--- src/rtl/trap_pkg.sv ---
package trap_pkg;
    localparam logic [1:0] PRIV_U = 2'd0;
    localparam logic [1:0] PRIV_S = 2'd1;
    localparam logic [1:0] PRIV_M = 2'd3;
    localparam int STAT_W = 9;

    typedef struct packed {
        logic [1:0] m_pp;
        logic       s_pp;
        logic       m_pie;
        logic       s_pie;
        logic       u_pie;
        logic       m_ie;
        logic       s_ie;
        logic       u_ie;
    } stat_t;

    typedef enum logic [2:0] {
        ST_IDLE    = 3'd0,
        ST_ENTER_S = 3'd1,
        ST_ENTER_M = 3'd2,
        ST_LEAVE   = 3'd3,
        ST_REFUSE  = 3'd4
    } op_state_t;
endpackage

--- src/rtl/trap_route.sv ---
module trap_route #(
    parameter int XLEN = 32
) (
    input  logic [XLEN-1:0] cause,
    input  logic [1:0]      priv,
    input  logic [XLEN-1:0] int_deleg,
    input  logic [XLEN-1:0] exc_deleg,
    output logic            to_super
);
    import trap_pkg::*;

    localparam int CW = $clog2(XLEN);
    localparam logic [XLEN-2:0] CODE_LIMIT = (XLEN-1)'(XLEN);

    logic [XLEN-2:0] code;
    logic            is_irq;
    logic            in_range;
    logic            low_priv;
    logic            sel_bit;

    always_comb begin
        code     = cause[XLEN-2:0];
        is_irq   = cause[XLEN-1];
        in_range = code < CODE_LIMIT;
        low_priv = (priv == PRIV_U) || (priv == PRIV_S);
        sel_bit  = is_irq ? int_deleg[code[CW-1:0]] : exc_deleg[code[CW-1:0]];
        to_super = low_priv && in_range && sel_bit;
    end
endmodule

--- src/rtl/trap_status.sv ---
module trap_status (
    input  logic                 clk,
    input  logic                 rst_n,
    input  logic                 do_enter_s,
    input  logic                 do_enter_m,
    input  logic                 do_leave,
    input  logic                 do_write,
    input  trap_pkg::stat_t      wdata,
    output logic [1:0]           priv_q,
    output trap_pkg::stat_t      stat_q
);
    import trap_pkg::*;

    stat_t      stat_d;
    logic [1:0] priv_d;
    logic       cur_ie;
    logic [1:0] back_to;

    function automatic stat_t put_ie(input stat_t s, input logic [1:0] p, input logic v);
        stat_t r;
        r = s;
        case (p)
            PRIV_U:  r.u_ie = v;
            PRIV_S:  r.s_ie = v;
            PRIV_M:  r.m_ie = v;
            default: r = s;
        endcase
        return r;
    endfunction

    always_comb begin
        case (priv_q)
            PRIV_U:  cur_ie = stat_q.u_ie;
            PRIV_S:  cur_ie = stat_q.s_ie;
            default: cur_ie = stat_q.m_ie;
        endcase
    end

    always_comb begin
        stat_d  = stat_q;
        priv_d  = priv_q;
        back_to = PRIV_U;
        if (do_enter_s) begin
            stat_d.s_pie = cur_ie;
            stat_d.s_pp  = (priv_q == PRIV_S);
            stat_d.s_ie  = 1'b0;
            priv_d       = PRIV_S;
        end else if (do_enter_m) begin
            stat_d.m_pie = cur_ie;
            stat_d.m_pp  = priv_q;
            stat_d.m_ie  = 1'b0;
            priv_d       = PRIV_M;
        end else if (do_leave) begin
            if (priv_q == PRIV_S) begin
                back_to      = stat_q.s_pp ? PRIV_S : PRIV_U;
                stat_d       = put_ie(stat_d, back_to, stat_q.s_pie);
                stat_d.s_pie = 1'b0;
                stat_d.s_pp  = 1'b0;
            end else begin
                back_to      = stat_q.m_pp;
                stat_d       = put_ie(stat_d, back_to, stat_q.m_pie);
                stat_d.m_pie = 1'b0;
                stat_d.m_pp  = PRIV_U;
            end
            priv_d = back_to;
        end else if (do_write) begin
            stat_d = wdata;
            if (wdata.m_pp == 2'd2) begin
                stat_d.m_pp = stat_q.m_pp;
            end
        end
    end

    always_ff @(posedge clk or negedge rst_n) begin
        if (!rst_n) begin
            stat_q <= '0;
            priv_q <= PRIV_M;
        end else begin
            stat_q <= stat_d;
            priv_q <= priv_d;
        end
    end
endmodule

--- src/rtl/trap_seq.sv ---
module trap_seq #(
    parameter int              XLEN       = 32,
    parameter logic [XLEN-1:0] M_VEC_BASE = 'h100
) (
    input  logic            clk,
    input  logic            rst_n,
    input  logic            trap_req,
    input  logic            ret_req,
    input  logic            to_super,
    input  logic [1:0]      priv_q,
    input  logic [XLEN-1:0] trap_cause,
    input  logic [XLEN-1:0] trap_epc,
    input  logic            trap_has_bad,
    input  logic [XLEN-1:0] trap_bad,
    input  logic [XLEN-1:0] s_vec,
    input  logic [XLEN-1:0] s_epc_in,
    input  logic [XLEN-1:0] m_epc_in,
    output logic            go_enter_s,
    output logic            go_enter_m,
    output logic            go_leave,
    output logic            done,
    output logic [XLEN-1:0] next_pc,
    output logic            ret_fault,
    output logic            s_ctx_we,
    output logic            m_ctx_we,
    output logic            s_bad_we,
    output logic            m_bad_we,
    output logic [XLEN-1:0] cause_wdata,
    output logic [XLEN-1:0] epc_wdata,
    output logic [XLEN-1:0] bad_wdata
);
    import trap_pkg::*;

    op_state_t       state_q, state_d;
    logic [XLEN-1:0] pc_q, pc_d;
    logic [XLEN-1:0] cause_q, epc_q, bad_q;
    logic            has_bad_q;
    logic [XLEN-1:0] m_target;

    // next state: take_s / take_m / resume / deny / rest
    always_comb begin
        m_target = M_VEC_BASE + XLEN'({priv_q, 6'b0});
        state_d  = ST_IDLE;
        pc_d     = pc_q;
        if (trap_req) begin
            state_d = to_super ? ST_ENTER_S : ST_ENTER_M;
            pc_d    = to_super ? s_vec : m_target;
        end else if (ret_req) begin
            if (priv_q == PRIV_U) begin
                state_d = ST_REFUSE;
            end else begin
                state_d = ST_LEAVE;
                pc_d    = (priv_q == PRIV_S) ? s_epc_in : m_epc_in;
            end
        end
        go_enter_s = (state_d == ST_ENTER_S);
        go_enter_m = (state_d == ST_ENTER_M);
        go_leave   = (state_d == ST_LEAVE);
    end

    // state register
    always_ff @(posedge clk or negedge rst_n) begin
        if (!rst_n) begin
            state_q   <= ST_IDLE;
            pc_q      <= '0;
            cause_q   <= '0;
            epc_q     <= '0;
            bad_q     <= '0;
            has_bad_q <= 1'b0;
        end else begin
            state_q <= state_d;
            pc_q    <= pc_d;
            if (trap_req) begin
                cause_q   <= trap_cause;
                epc_q     <= trap_epc;
                bad_q     <= trap_bad;
                has_bad_q <= trap_has_bad;
            end
        end
    end

    // outputs
    always_comb begin
        done        = 1'b0;
        ret_fault   = 1'b0;
        s_ctx_we    = 1'b0;
        m_ctx_we    = 1'b0;
        s_bad_we    = 1'b0;
        m_bad_we    = 1'b0;
        next_pc     = pc_q;
        cause_wdata = cause_q;
        epc_wdata   = epc_q;
        bad_wdata   = bad_q;
        unique case (state_q)
            ST_IDLE: begin
            end
            ST_ENTER_S: begin
                done     = 1'b1;
                s_ctx_we = 1'b1;
                s_bad_we = has_bad_q;
            end
            ST_ENTER_M: begin
                done     = 1'b1;
                m_ctx_we = 1'b1;
                m_bad_we = has_bad_q;
            end
            ST_LEAVE: begin
                done = 1'b1;
            end
            ST_REFUSE: begin
                ret_fault = 1'b1;
            end
            default: begin
            end
        endcase
    end
endmodule

--- src/rtl/trap_unit.sv ---
module trap_unit #(
    parameter int              XLEN       = 32,
    parameter logic [XLEN-1:0] M_VEC_BASE = 'h100
) (
    input  logic            clk,
    input  logic            rst_n,
    input  logic            trap_req,
    input  logic [XLEN-1:0] trap_cause,
    input  logic [XLEN-1:0] trap_epc,
    input  logic            trap_has_bad,
    input  logic [XLEN-1:0] trap_bad,
    input  logic            ret_req,
    input  logic            stat_we,
    input  logic [8:0]      stat_wdata,
    input  logic [XLEN-1:0] int_deleg,
    input  logic [XLEN-1:0] exc_deleg,
    input  logic [XLEN-1:0] s_vec,
    input  logic [XLEN-1:0] s_epc_in,
    input  logic [XLEN-1:0] m_epc_in,
    output logic            done,
    output logic [XLEN-1:0] next_pc,
    output logic            ret_fault,
    output logic            s_ctx_we,
    output logic            m_ctx_we,
    output logic            s_bad_we,
    output logic            m_bad_we,
    output logic [XLEN-1:0] cause_wdata,
    output logic [XLEN-1:0] epc_wdata,
    output logic [XLEN-1:0] bad_wdata,
    output logic [1:0]      cur_priv,
    output logic [8:0]      status
);
    import trap_pkg::*;

    logic  to_super;
    logic  go_enter_s, go_enter_m, go_leave;
    logic  do_write;
    stat_t stat_q;
    stat_t wr_word;

    assign do_write = stat_we && !trap_req && !ret_req;
    assign wr_word  = stat_t'(stat_wdata);
    assign status   = stat_q;

    trap_route #(.XLEN(XLEN)) u_route (
        .cause     (trap_cause),
        .priv      (cur_priv),
        .int_deleg (int_deleg),
        .exc_deleg (exc_deleg),
        .to_super  (to_super)
    );

    trap_seq #(.XLEN(XLEN), .M_VEC_BASE(M_VEC_BASE)) u_seq (
        .clk          (clk),
        .rst_n        (rst_n),
        .trap_req     (trap_req),
        .ret_req      (ret_req),
        .to_super     (to_super),
        .priv_q       (cur_priv),
        .trap_cause   (trap_cause),
        .trap_epc     (trap_epc),
        .trap_has_bad (trap_has_bad),
        .trap_bad     (trap_bad),
        .s_vec        (s_vec),
        .s_epc_in     (s_epc_in),
        .m_epc_in     (m_epc_in),
        .go_enter_s   (go_enter_s),
        .go_enter_m   (go_enter_m),
        .go_leave     (go_leave),
        .done         (done),
        .next_pc      (next_pc),
        .ret_fault    (ret_fault),
        .s_ctx_we     (s_ctx_we),
        .m_ctx_we     (m_ctx_we),
        .s_bad_we     (s_bad_we),
        .m_bad_we     (m_bad_we),
        .cause_wdata  (cause_wdata),
        .epc_wdata    (epc_wdata),
        .bad_wdata    (bad_wdata)
    );

    trap_status u_status (
        .clk        (clk),
        .rst_n      (rst_n),
        .do_enter_s (go_enter_s),
        .do_enter_m (go_enter_m),
        .do_leave   (go_leave),
        .do_write   (do_write),
        .wdata      (wr_word),
        .priv_q     (cur_priv),
        .stat_q     (stat_q)
    );
endmodule

--- config.mk ---
export PLATFORM = sky130hd
export DESIGN_NAME = trap_unit
export DESIGN_NICKNAME = d
export VERILOG_FILES = /design/src/rtl/trap_pkg.sv /design/src/rtl/trap_route.sv /design/src/rtl/trap_status.sv /design/src/rtl/trap_seq.sv /design/src/rtl/trap_unit.sv
export SDC_FILE = /design/constraint.sdc
export NUM_CORES = 1
export LEC_CHECK = 0
export ABC_AREA = 1
export BUFFER_PORTS_ARGS = -buffer_cell sky130_fd_sc_hd__buf_2
export CAP_MARGIN = 20
export CORE_AREA = 2 2 161 163
export DETAILED_ROUTE_END_ITERATION = 7
export DIE_AREA = 0 0 163 165
export HOLD_SLACK_MARGIN = 0.15
export SLEW_MARGIN = 20
export SYNTH_ARGS = -nofsm -noshare
export SYNTH_HDL_FRONTEND = slang
export SYNTH_HIERARCHICAL = 1
export SYNTH_SLANG_ARGS = --single-unit
--- constraint.sdc ---
create_clock -name clk -period 2.59 [get_ports clk]
set_clock_uncertainty 0.05 [all_clocks]
set_input_delay 0.518 -clock clk [delete_from_list [all_inputs] [get_ports clk]]
set_output_delay 0.518 -clock clk [all_outputs]
set_load 0.05 [all_outputs]
# Yosys cells after proc, flatten, opt, wreduce, memory -nomap -nowiden
# Cells that the tools add are included.
# totals
output_inout_bits	145
input_bits	271
word_cells	114
register_bits	143
# classes
addsub	1
order_cmp	2
bitwise_logic	3
eq_ne	24
n_reduce_logical	24
n_mux	45
# ops
cell	count
$mux W32	5
$lt A31 B6 Y1 const B	1
$mux W9	3
$mux W1	22
$mux W2	9
$reduce_and A4 Y1	4
$eq A3 B2 Y1 const B	4
$add A9 B8 Y10 const A	1
$bmux W1 S5	2
$mux W3	3
$reduce_bool A3 Y1	3
$ne A4 B2 Y1 const B	2
$ne A4 B3 Y1 const B	2
$eq A2 B1 Y1 const B	3
$eq A2 B2 Y1 const B	3
$eq A3 B1 Y1 const B	2
$logic_not A2 Y1	3
$lt A5 B6 Y1 const B	1
$ne A3 B2 Y1 const B	2
$ne A3 B3 Y1 const B	2
$reduce_and A3 Y1	2
$reduce_and A5 Y1	1
$logic_and A1 B1 Y1	4
$ne A2 B2 Y1 const B	2
other kinds (9)	13

# Longest topological paths before layout
# Gate-level depths: netlist of the first run.
# logic_depth
ltp_word	10
mapped_depth	22
ltp_nobuf	19

# By module
# The synthesis of the first run kept the hierarchy.
# modules_own_cells
module	area_per_inst_um2	cells_per_inst	seq_area_each_um2	n_inst
trap_seq	6190.9	815	3303.2	1
trap_status	814.5	115	277.8	1
trap_route	785.8	156	0.0	1
trap_unit	13.8	3	0.0	1

# Worst setup path after synthesis of the first run
# Ideal clock, no wire load.
# synth_timing
kind	register -> output
start	register u_seq.state_q[2]
end	output port m_bad_we
path_buffers	0
path_stages_with_launch	2
slack_ps	56
arrival_ps	1966
required_ps	2022
path_cell_list	dfrtp_1 -> nor4_1
# synth_via
elab_chain_len	2
# synth_lines
element	line	text
start, declared	trap_seq.sv:34	op_state_t state_q, state_d;
start signal, assigned	trap_seq.sv:71	state_q <= state_d;
$eq A3 B2 Y1	trap_seq.sv:94	unique case (state_q)
$mux W1	trap_seq.sv:94	
end, declared	trap_unit.sv:26	output logic m_bad_we,
# No other way between the ends.

# Worst setup path in the final report of the first run
# layout_timing
start	register u_status.priv_q[0]
end	output port cur_priv[0]
# layout_rtl
element	line	text
start, declared	trap_status.sv:9	output logic [1:0] priv_q,
start signal, assigned	trap_status.sv:80	priv_q <= priv_d;
end, declared	trap_unit.sv:30	output logic [1:0] cur_priv,
# No word-level cell between the ends.

==> out/results.env, run 1 <==
CTS_TREE='done'
PWR_DENSITY_CELL_nW_PER_UM2=667.3
COUNT_OF_ANTENNA_VIOLATING_NETS_LEFT_AFTER_DETAILED_ROUTING=0
DIE_W_UM=163
CLK_LATENCY_WORST_SKEW_PAIR_PS=420
AREAGROWTHSYNTHTOFINISH_PCT=38.41
N_FILL_CELL=2689
HPWLAFTERDP_MM=21.03
GRT_ANTENNA_BEFORE_REPAIR=0
WORST-PATH-MAX-FANOUT=43
CTS.SINK_COUNT=143
POST_SYNTH_EDFFS=0
PEAKVDDDROP_mV=0.4297
FINAL-SETUP-VIOL-COUNT=0
WORST_SLEW_MARGIN_REL_PCT=56.29
WORST_HOLD_SLACK_PS=239.5
TOTALWIRELENGTH_MM=28.15
WORSTPATHCELLLIST='buf_4, buf_2'
CP.REQUIRED_PS=2020
SYNTHESIS.INSTANCES=1089
WORSTPATHARRIVAL_PS=1780
SYNTH_NETS=1360
SYNTH-WARNING-COUNT=6
CTS_BUFFER_DEPTH=2
FINALCRITICALPERIOD_PS=2348
OUTCOME='finished, final reports clean'
SYNTH_TOP_CELL_AREA_SHARE_PCT=45.21
CORE_AREA_UM2=25040
TIMING_WORST_SETUP_PATH_TYPE='reg -> out'
GRT_SETUP_UNREPAIRED='no'
DIE_HEIGHT_UM=165
MIN_DELAY_WORST_TYPE='in -> reg'
POWER.LEAKAGE_nW=6.353
FINAL_NETS=1763
DIEAREA_UM2=26900
FIRST_GLOBAL_VIAS=8162
DRT_PRE_ANTENNA_ITERS=5
GLOBALROUTETOTALUTIL_PCT=20.50
FLOORPLAN.IO_PINS=416
CTS.REPORTEDPATHS.CLKPINSLEW_PS=70
MAX_CAP_VIOLATIONS=0
POST_SYNTH_MOST_FREQUENT_CELLS='nand2_1 (424), dfrtp_1 (141), nand3_1 (138)'
PORT-BUFFER-COUNT=415
YOSYS_REGISTER_BITS=143
NETLIST-CELL-TYPE-COUNT=32
VIAS_PER_CELL=4.597
FINAL_UTIL_PCT=43.15
DRT_ITER0_DRC=621
ROOT_BUFFER='clkbuf_16'
YS_ASYNC_SR_FRACTION_PCT=100.0
REMAINING_DRC_ERRORS=0
MULTI_INPUT_COMB_AREA_UM2=3361
YS_TOP_CELLS_BY_AREA='dfrtp_1 (45%), nand2_1 (20%), nand3_1 (8.8%), inv_1 (5.2%), a21oi_1 (4.3%)'
SYNTH_AREA_UM2=7805
POST-ROUTE-PERIOD-UTIL_PCT=90.67
CTS_MADE_BUFFERS=17
MAX_FREQ_MHz=425.8
LAYOUT-DRIVE-GT1-SHARE_PCT=34.88
SYNTH_SEQUENTIAL_AREA_RATIO_PCT=45.88
SYNTH.AVG_CELL_AREA_UM2=7.167
ANTENNA-DIODE-COUNT=0
SEQUENTIAL_CELL_AREA_UM2=3581
TIMING.FINAL.MAX_SLEW_VIOLATIONS=0
STARTPOINT_TYPE='flip-flop'
CRIT_PATH_TOP_DELAY_CELL='dfstp_2'
GRT.OVERFLOW.TOTAL=0
GRT_MAX_DEGREE=95
TIMING.CRITICAL_PATH.SLOWEST_CELL_DELAY_PS=560
WORST_SETUP_PATH_END_KIND='output port'
ROWS=58
SYNTH_TOP_AREA_CELL='dfrtp_1'
YOSYSMOSTFREQUENTCELL='nand2_1'
SETUP_TOTAL_NEGATIVE_SLACK_PS=0
ROUTED_WIRE_LENGTH_PER_INSTANCE_UM=15.34
TIMING_HOLD_VIOLATIONS_FINAL=0
GRT_PASS1_WL_MM=43.34
PLACE_CONGESTION=0.8474
WORST_SLEW_PIN_TRAN_PS=653.4
CTS-HTREE-LEVELS=4
POSTSYNTH.TOPFLOPCELL='dfrtp_1'
INITIAL_CORE_UTIL_PCT=31.17
ROUTED-VIA-COUNT=8436
metal layers:
| metal | vias to the layer above | wire length, um | share of wire, % | track usage (%) |
|---|---|---|---|---|
| li1 | 4193 | - | - | - |
| met1 | 3829 | 11730 | 42 | 25.29 |
| met2 | 377 | 13570 | 48 | 35.00 |
| met3 | 37 | 2254 | 8.0 | 5.198 |
| met4 | 0 | 586 | 2.1 | 6.879 |
| met5 | - | 0 | 0 | 0 |
sequential cells by signal (all words and copies together), names as in the netlist:
name	count
u_seq/next_pc	32
u_seq/epc_wdata	32
u_seq/cause_wdata	32
u_seq/state_q	3
u_status/stat_q	9
u_seq/has_bad_q	1
u_status/priv_q	2
u_seq/bad_wdata	32
stage by stage:
stage                     cell area [um^2]  cells  total power (W)  worst slack, ps
after floorplan                       7805   1089         0.003988            56.07
after global routing                 10800   1835         0.007560            33.46
after CTS                            10790   1835         0.007316            202.8
after detailed placement             10170   1802         0.004683           -235.6
after global placement               10170   1802         0.004672           -164.7
final                                10800   1835         0.007209            241.7
worst paths after layout:
check,startpoint,endpoint,slack [ps],depth (start not counted)
hold reg to reg,u_seq/bad_wdata[16],u_seq/bad_wdata[16],420,2
max in group asynchronous,rst_n,u_status/stat_q[3],1300,3
setup / recovery,u_status/priv_q[0],cur_priv[0],240,2
hold / removal,trap_bad[17],u_seq/bad_wdata[17],240,3
setup reg to reg,u_status/priv_q[1],u_status/priv_q[0],310,11
min in group asynchronous,rst_n,u_seq/bad_wdata[1],530,2
logic make-up after synthesis:
kind of cell	count (synthesis)	synth area share (%)
AOI/OAI and AO/OA	78	5.274
buffers and inverters	180	11.17
and+or+nand+nor	688	37.67
DFF	143	45.88
critical path, delay by kind of cell (launching register included):
family                 cells  cell delay (ps)
flip-flops                 1              560
buffers and inverters      2              800
cell type report:
class / count / area share (%)
Sequential cell: 143 / 33.15
Multi-Input combinational cell: 766 / 31.11
Timing Repair Buffer: 445 / 21.99
Inverter: 119 / 4.227
Clock buffer: 17 / 3.938
Tap cell: 330 / 3.822
Clock inverter: 15 / 1.760
placed cells by master, fill, tap and decap left out, types with 4 or more instances in the layout:
master / n
nor2_1: 74
nor4_1: 9
inv_2: 9
buf_2: 413
nand3_1: 138
inv_1: 108
a21oi_1: 67
inv_8: 7
clkbuf_16: 17
dfrtp_1: 141
nor3_1: 5
buf_4: 25
nand2_2: 17
nand2_4: 4
buf_12: 5
nand2_1: 424
nor2_2: 4
nor2_4: 4
report_power, final:
part | internal [W] | leakage, nW | switching (W)
Clock | 0.00140 | 0.302 | 0.00117
Sequential | 0.00246 | 1.74 | 0.000138
Combinational | 0.000545 | 4.31 | 0.00150
repair_timing:
action                                  in CTS  in global routing
resized for setup                            0                  2
hold buffers                                 1                  0
setup buffers                                0                  0
endpoints found under the setup margin       0                  4
hold endpoints to repair                    35                  0
Power figures use the tool's default switching activity.
==> inputs of run 2 (changes only) <==
- CELL_PAD_IN_SITES_DETAIL_PLACEMENT: not set -> 0
- CELL_PAD_IN_SITES_GLOBAL_PLACEMENT: not set -> 1
- CORE_AREA: 2 2 161 163 -> not set
- CORE_ASPECT_RATIO: not set -> 0.8
- CORE_MARGIN: not set -> 2
- CORE_UTILIZATION: not set -> 31
- DIE_AREA: 0 0 163 165 -> not set
- PLACE_DENSITY_LB_ADDON: not set -> 0.1
==> run 2 against run 1 <==
- register-to-register slack better by 20 ps
- die area fell by 1.6%
- total power about the same
- combinational power about the same
- clock power is essentially flat
- utilization rose by 0.81 points
- sequential cell count did not move
- via count is 1.8% lower
- critical path depth increased by 15
- hold slack improved by 3.6 ps
- first-iteration DRC count shrank 34%
- largest cell class unchanged
==> out/results.env, run 2 (synthesis results as in run 1) <==
OUTCOME='finished, final reports clean'  # unchanged
CTS.REPORTEDPATHS.CLKPINSLEW_PS=70  # about the same
GLOBALROUTETOTALUTIL_PCT=21.89  # was 20.50%
VIAS_PER_CELL=4.520  # was 4.597
LAYOUT.CELLS.MOST_COMMON='nand2_1'  # unchanged
MAX_CAP_VIOLATIONS=0  # unchanged
TIMING_HOLD_VIOLATIONS_FINAL=0  # unchanged
HPWLAFTERDP_MM=21.38  # was 21.03 mm
GRT.OVERFLOW.TOTAL=0  # unchanged
PRECTSSETUPSLACK_PS=-236.9  # was -235.6 ps
GRT_SETUP_UNREPAIRED='no'  # unchanged
COUNT_OF_ANTENNA_VIOLATING_NETS_LEFT_AFTER_DETAILED_ROUTING=0  # unchanged
DRT_PRE_ANTENNA_ITERS=6  # was 5
TIMING.RR.END='u_status/stat_q[4]'  # was u_status/priv_q[0]
ROUTED_WIRE_LENGTH_PER_INSTANCE_UM=16.02  # was 15.34 um
DRT_ITER0_DRC=412  # was 621
CTS.SINK_COUNT=143  # unchanged
MULTI_INPUT_COMB_AREA_UM2=3361  # unchanged
CLK_LATENCY_WORST_SKEW_PAIR_PS=420  # about the same
CP.REQUIRED_PS=2850  # was 2020 ps
CTS_TREE='done'  # unchanged
TIMING.FINAL.MAX_SLEW_VIOLATIONS=0  # unchanged
N_FILL_CELL=2663  # was 2,689
TIMING.REG2REG.SETUP_SLACK_PS=330  # was 310 ps
FLOORPLAN.IO_PINS=416  # unchanged
CORE_AREA_UM2=24570  # was 25,040 um^2
POST-ROUTE-PERIOD-UTIL_PCT=92.87  # was 90.67%
CTS_MADE_BUFFERS=17  # unchanged
WORST_SETUP_PATH_END_KIND='flip-flop'  # was output port
FINAL_UTIL_PCT=43.96  # was 43.15%
TOTALWIRELENGTH_MM=29.36  # was 28.15 mm
GRT_PASS1_WL_MM=45.53  # was 43.34 mm
REMAINING_DRC_ERRORS=0  # unchanged
POWER.LEAKAGE_nW=6.342  # was 6.353 nW
WORST_HOLD_SLACK_PS=243.0  # was 239.5 ps
WORST-PATH-MAX-FANOUT=5  # was 43
CTS-HTREE-LEVELS=4  # unchanged
POWER_W=0.007207  # was 0.007209 W
HOLD-PATH-ENDPOINT='u_seq/epc_wdata[0]'  # was u_seq/bad_wdata[17]
R2R-START='u_status/priv_q[1]'  # unchanged
FINAL_NETS=1764  # was 1,763
WORST_SLEW_MARGIN_REL_PCT=52.54  # was 56.29%
FINALCRITICALPERIOD_PS=2405  # was 2348 ps
INSTANCES_NO_FILL=1832  # was 1,835
CTS_BUFFER_DEPTH=2  # unchanged
LAYOUT.CELLS.MOST_COMMON_LIST='nand2_1 (424), buf_2 (413), dfrtp_1 (141), nand3_1 (138), inv_1 (108)'  # unchanged
DIE_W_UM=181.4  # was 163 um
STARTPOINT_TYPE='input port'  # was flip-flop
MAX_FREQ_MHz=415.8  # was 425.8 MHz
PORT-BUFFER-COUNT=415  # unchanged
FIN_WS_PS=184.8  # was 241.7 ps
TIMING_WORST_SETUP_PATH_TYPE='in -> reg'  # was reg -> out
NUMPLACEDINSTANCES=1791  # was 1,802
ROWS=51  # was 58
LAYOUT-DRIVE-GT1-SHARE_PCT=34.93  # was 34.88%
MIN_DELAY_WORST_TYPE='in -> reg'  # unchanged
PWR_DENSITY_CELL_nW_PER_UM2=667.4  # was 667.3 nW/um^2
GRT_ANTENNA_BEFORE_REPAIR=10  # was 0
WORSTPATHARRIVAL_PS=2660  # was 1780 ps
GRT_MAX_DEGREE=101  # was 95
MIN_DELAY_PATH_DEPTH=3  # unchanged
AREAGROWTHSYNTHTOFINISH_PCT=38.36  # was 38.41%
WORSTHOLDSTART='trap_epc[0]'  # was trap_bad[17]
INITIAL_CORE_UTIL_PCT=31.77  # was 31.17%
DIEAREA_UM2=26470  # was 26,900 um^2
ROOT_BUFFER='clkbuf_16'  # unchanged
SEQUENTIAL_CELL_AREA_UM2=3581  # unchanged
PLACE_CONGESTION=0.8322  # was 0.8474
FIRST_GLOBAL_VIAS=7974  # was 8,162
WORST_SLEW_PIN_TRAN_PS=711.8  # was 653.4 ps
DIE_HEIGHT_UM=145.9  # was 165 um
PEAKVDDDROP_mV=0.3815  # was 0.4297 mV
ROUTED-VIA-COUNT=8281  # was 8,436
R2R_CELLS=15  # was 11
FINAL-SETUP-VIOL-COUNT=0  # unchanged
-- run 2: report_power, final --
part           internal (W)  leakage [nW]  switching, W  total [W]
Combinational      0.000545          4.31       0.00150    0.00204
Clock               0.00152         0.296       0.00105    0.00257
Sequential          0.00246          1.74      0.000134    0.00259
Total               0.00452          6.34       0.00268    0.00721
-- run 2: critical path, stage by stage --
cell	delay (ps)
buf_2	110
nor4_1	440
buf_4	190
nand4_1	80
nor2_1	200
nand2_1	80
nor2_1	190
buf_4	180
nand2_1	60
inv_1	100
inv_2	70
nand2_1	150
nor2_1	70
nand2_1	60
nand2_1	50
nand2_1	60
nand2_1	50
-- run 2: worst max-delay path by stage --
stage	startpoint	end	slack [ps]	cells after the start
after detailed placement	trap_cause[0]	u_status/stat_q[7]	-240	18
final	trap_cause[18]	u_status/stat_q[4]	180	17
after global routing	trap_cause[18]	u_status/stat_q[6]	3	17
after global placement	trap_cause[0]	u_status/stat_q[7]	-170	18
after CTS	trap_cause[0]	u_status/stat_q[8]	210	18
after floorplan	u_seq/state_q[2]	m_bad_we	60	1
-- run 2: layout make-up --
class	instances	share of cell area (%)
Tap cell	318	3.684
Timing Repair Buffer	446	21.96
Inverter	119	4.229
Sequential cell	143	33.16
Multi-Input combinational cell	766	31.12
Antenna cell	8	0.1854
Clock inverter	12	1.344
Clock buffer	20	4.322
-- run 2: repair_timing --
item / in CTS / in global routing
hold buffers: 1 / 0
endpoints found under the setup margin: 0 / 4
buffers inserted: 0 / 0
gates resized for setup: 0 / 2
hold endpoints to repair: 50 / 0
-- run 2: through the flow --
step	setup TNS, ps	area [um^2]
after floorplan	0	7805
after global routing	0	10790
after CTS	0	10770
final	0	10800
after global placement	-3053	10150
after detailed placement	-6082	10150
-- run 2: layer usage --
metal,GRT usage (%),wire length (um),vias to the layer above
li1,-,-,4210
met1,28.22,12890,3765
met2,34.04,13520,275
met3,8.083,2409,27
met4,7.114,520,4
met5,0,18,-
==> inputs of run 3 (changes only) <==
- CAP_MARGIN: 20 -> not set
- RECOVER_POWER: not set -> 50
==> run 3 against run 2 <==
- the run now ends with capacitance limit, slew limit left
- largest power group unchanged
- sequential cell count did not move
- largest cell class unchanged
- critical path type unchanged
- final area is 0.23% lower
- highest routed layer unchanged
- die area is the same
- maximum frequency hardly changed
- hold slack barely moved
- utilization is 0.10 points lower
- via count shrank 0.16%
==> out/results.env, run 3 (synthesis results as in run 1) <==
FLOORPLAN.IO_PINS=416  # unchanged
WORSTHOLDSTART='trap_epc[0]'  # unchanged
FIRST_GLOBAL_VIAS=7974  # unchanged
GRT-BUSIEST-LAYER='met2'  # unchanged
PWR_DENSITY_CELL_nW_PER_UM2=668.7  # was 667.4 nW/um^2
POWER_W=0.007204  # was 0.007207 W
DRT_PRE_ANTENNA_ITERS=6  # unchanged
FINAL_NETS=1764  # unchanged
GRT_ANTENNA_BEFORE_REPAIR=10  # unchanged
FINAL_UTIL_PCT=43.86  # was 43.96%
DIE_HEIGHT_UM=145.9  # unchanged
INITIAL_CORE_UTIL_PCT=31.77  # unchanged
AREAGROWTHSYNTHTOFINISH_PCT=38.04  # was 38.36%
OUTCOME='finished, violations left'  # was finished, final reports clean
GLOBAL_ROUTE_MET1_USAGE_PCT=28.22  # unchanged
GRT_PASS1_WL_MM=45.53  # unchanged
POWER.LEAKAGE_nW=6.331  # was 6.342 nW
MIN_DELAY_WORST_TYPE='in -> reg'  # unchanged
CTS.REPORTEDPATHS.CLKPINSLEW_PS=70  # about the same
GLOBAL_ROUTE.USAGE.MET3_PCT=8.083  # unchanged
ROUTED-VIA-COUNT=8268  # was 8,281
POST_DP_CELL_AREA_UM2=10150  # unchanged
WORST-PATH-MAX-FANOUT=5  # unchanged
PEAKVDDDROP_mV=0.3817  # was 0.3815 mV
R2R_CELLS=15  # unchanged
TIMING_WORST_SETUP_PATH_TYPE='in -> reg'  # unchanged
FINAL-SETUP-VIOL-COUNT=0  # unchanged
MAX_CAP_VIOLATIONS=1  # was 0
CTS_TREE='done'  # unchanged
POST-ROUTE-PERIOD-UTIL_PCT=92.89  # was 92.87%
WORSTPATHARRIVAL_PS=2660  # about the same
TIMING.CRITICAL_PATH.SLOWEST_CELL_DELAY_PS=440  # about the same
FAILED_CHECKS='capacitance limit, slew limit'
DRT_ITER0_DRC=412  # unchanged
GRT_MAX_DEGREE=101  # unchanged
PATH_COMMON_CELL='nand2_1'  # unchanged
HOLD-PATH-ENDPOINT='u_seq/epc_wdata[0]'  # unchanged
LAYOUT.CELLS.MOST_COMMON='nand2_1'  # unchanged
WORST_SLEW_PIN_TRAN_PS=1525  # was 711.8 ps
CRITPATHBUFINV=5  # unchanged
GRT_SETUP_UNREPAIRED='no'  # unchanged
R2R-START='u_status/priv_q[1]'  # unchanged
MAX_FREQ_MHz=415.7  # was 415.8 MHz
CTS_MADE_BUFFERS=17  # unchanged
STARTPOINT_TYPE='input port'  # unchanged
CRIT_PATH_TOP_DELAY_CELL='nor4_1'  # unchanged
FINAL_AREA_UM2=10770  # was 10,800 um^2
WORSTPATHCELLLIST='buf_2, nor4_1, buf_4, nand4_1, nor2_1, nand2_1, nor2_1, buf_4, nand2_1, inv_1, inv_2, nand2_1, nor2_1, nand2_1, nand2_1, nand2_1, nand2_1'  # unchanged
CP.REQUIRED_PS=2850  # about the same
WORST_SLEW_MARGIN_REL_PCT=-1.666  # was 52.54%
TIMING_HOLD_VIOLATIONS_FINAL=0  # unchanged
CTS_BUFFER_DEPTH=2  # unchanged
LAYOUT-DRIVE-GT1-SHARE_PCT=34.86  # was 34.93%
REMAINING_DRC_ERRORS=0  # unchanged
VIAS_PER_CELL=4.513  # was 4.520
PORT-BUFFER-COUNT=415  # unchanged
CLK_LATENCY_WORST_SKEW_PAIR_PS=420  # about the same
GRT.MET2_USAGE_PCT=34.04  # unchanged
CTS-HTREE-LEVELS=4  # unchanged
GRT.OVERFLOW.TOTAL=0  # unchanged
TOTALWIRELENGTH_MM=29.36  # about the same
MIN_DELAY_PATH_DEPTH=3  # unchanged
PLACE_CONGESTION=0.8322  # unchanged
N_FILL_CELL=2666  # was 2,663
DIEAREA_UM2=26470  # unchanged
CORE_AREA_UM2=24570  # unchanged
WORST_SETUP_PATH_END_KIND='flip-flop'  # unchanged
TIMING.REG2REG.SETUP_SLACK_PS=330  # about the same
ROOT_BUFFER='clkbuf_16'  # unchanged
CTS.SINK_COUNT=143  # unchanged
HPWLAFTERDP_MM=21.38  # unchanged
FINALCRITICALPERIOD_PS=2406  # was 2405 ps
ROWS=51  # unchanged
COUNT_OF_ANTENNA_VIOLATING_NETS_LEFT_AFTER_DETAILED_ROUTING=0  # unchanged
DIE_W_UM=181.4  # unchanged
TIMING.FINAL.MAX_SLEW_VIOLATIONS=53  # was 0
LAYOUT.CELLS.MOST_COMMON_LIST='nand2_1 (424), buf_2 (413), dfrtp_1 (141), nand3_1 (138), inv_1 (108)'  # unchanged
GLOBALROUTETOTALUTIL_PCT=21.89  # unchanged
TIMING.RR.END='u_status/stat_q[4]'  # unchanged
ROUTED_WIRE_LENGTH_PER_INSTANCE_UM=16.03  # was 16.02 um
WORST_PATH_DOMINANT_CELL_FAMILY='simple AND/OR/NAND/NOR gates'  # unchanged
==> run 3: changes by cell type in the layout (fill, tap and decap cells not counted) <==
cell,delta
buf_12,-1
clkbuf_2,+2
clkbuf_1,+1
clkbuf_4,+1
buf_6,-1
buf_4,-2
==> run 3: cell type report <==
type	count	area (um^2)	share of cell area, %
diodes	8	20.02	0.1858
clock buffers	20	466.7	4.332
well taps	318	397.9	3.693
flip-flops and latches	143	3581	33.24
multi-input cells	766	3361	31.19
repair buffers	446	2346	21.77
inverters	119	456.7	4.239
clock inverters	12	145.1	1.347
==> run 3: worst min-delay path: stages <==
cell and delay (ps):
buf_2 70, nand2_1 40, nand2_1 50
==> run 3: stage by stage <==
stage               instances  hold WS (ps)  TNS (ps)  setup slack (ps)
detailed placement       1791         403.3     -6082            -236.9
finish                   1832         242.9         0             184.2
global placement         1791         399.9     -3053            -169.5
CTS                      1824         217.2         0             211.7
global route             1829         227.4         0             4.173
floorplan                1089         172.4         0             56.07
==> run 3: where the power goes <==
| group | leakage, nW | switching (W) | internal (W) |
|---|---|---|---|
| sequential | 1.74 | 0.000135 | 0.00246 |
| clock | 0.296 | 0.00105 | 0.00152 |
| combinational | 4.30 | 0.00150 | 0.000543 |
| total | 6.33 | 0.00268 | 0.00452 |
==> run 3: worst max path at each step <==
stage	startpoint	endpoint	slack (ps)	depth (start not counted)
2_1_floorplan	u_seq/state_q[2]	m_bad_we	60	1
3_3_place_gp	trap_cause[0]	u_status/stat_q[7]	-170	18
3_5_place_dp	trap_cause[0]	u_status/stat_q[7]	-240	18
4_1_cts	trap_cause[0]	u_status/stat_q[8]	210	18
5_1_grt	trap_cause[18]	u_status/stat_q[6]	4	17
6_report	trap_cause[18]	u_status/stat_q[4]	180	17
==> run 3: routing by layer <==
metal  up-vias  part of all wire [%]  wire length [um]
li1       4206                     -                 -
met4         4                   1.8               520
met5         -                 0.061                18
met2       268                    46             13510
met1      3763                    44             12960
met3        27                   8.0              2356
==> run 3: timing repair <==
action / in CTS / in global routing
gates resized for setup: 0 / 2
setup endpoints to repair: 0 / 4
buffers inserted: 0 / 0
hold buffers: 1 / 0
endpoints found under the hold margin: 50 / 0
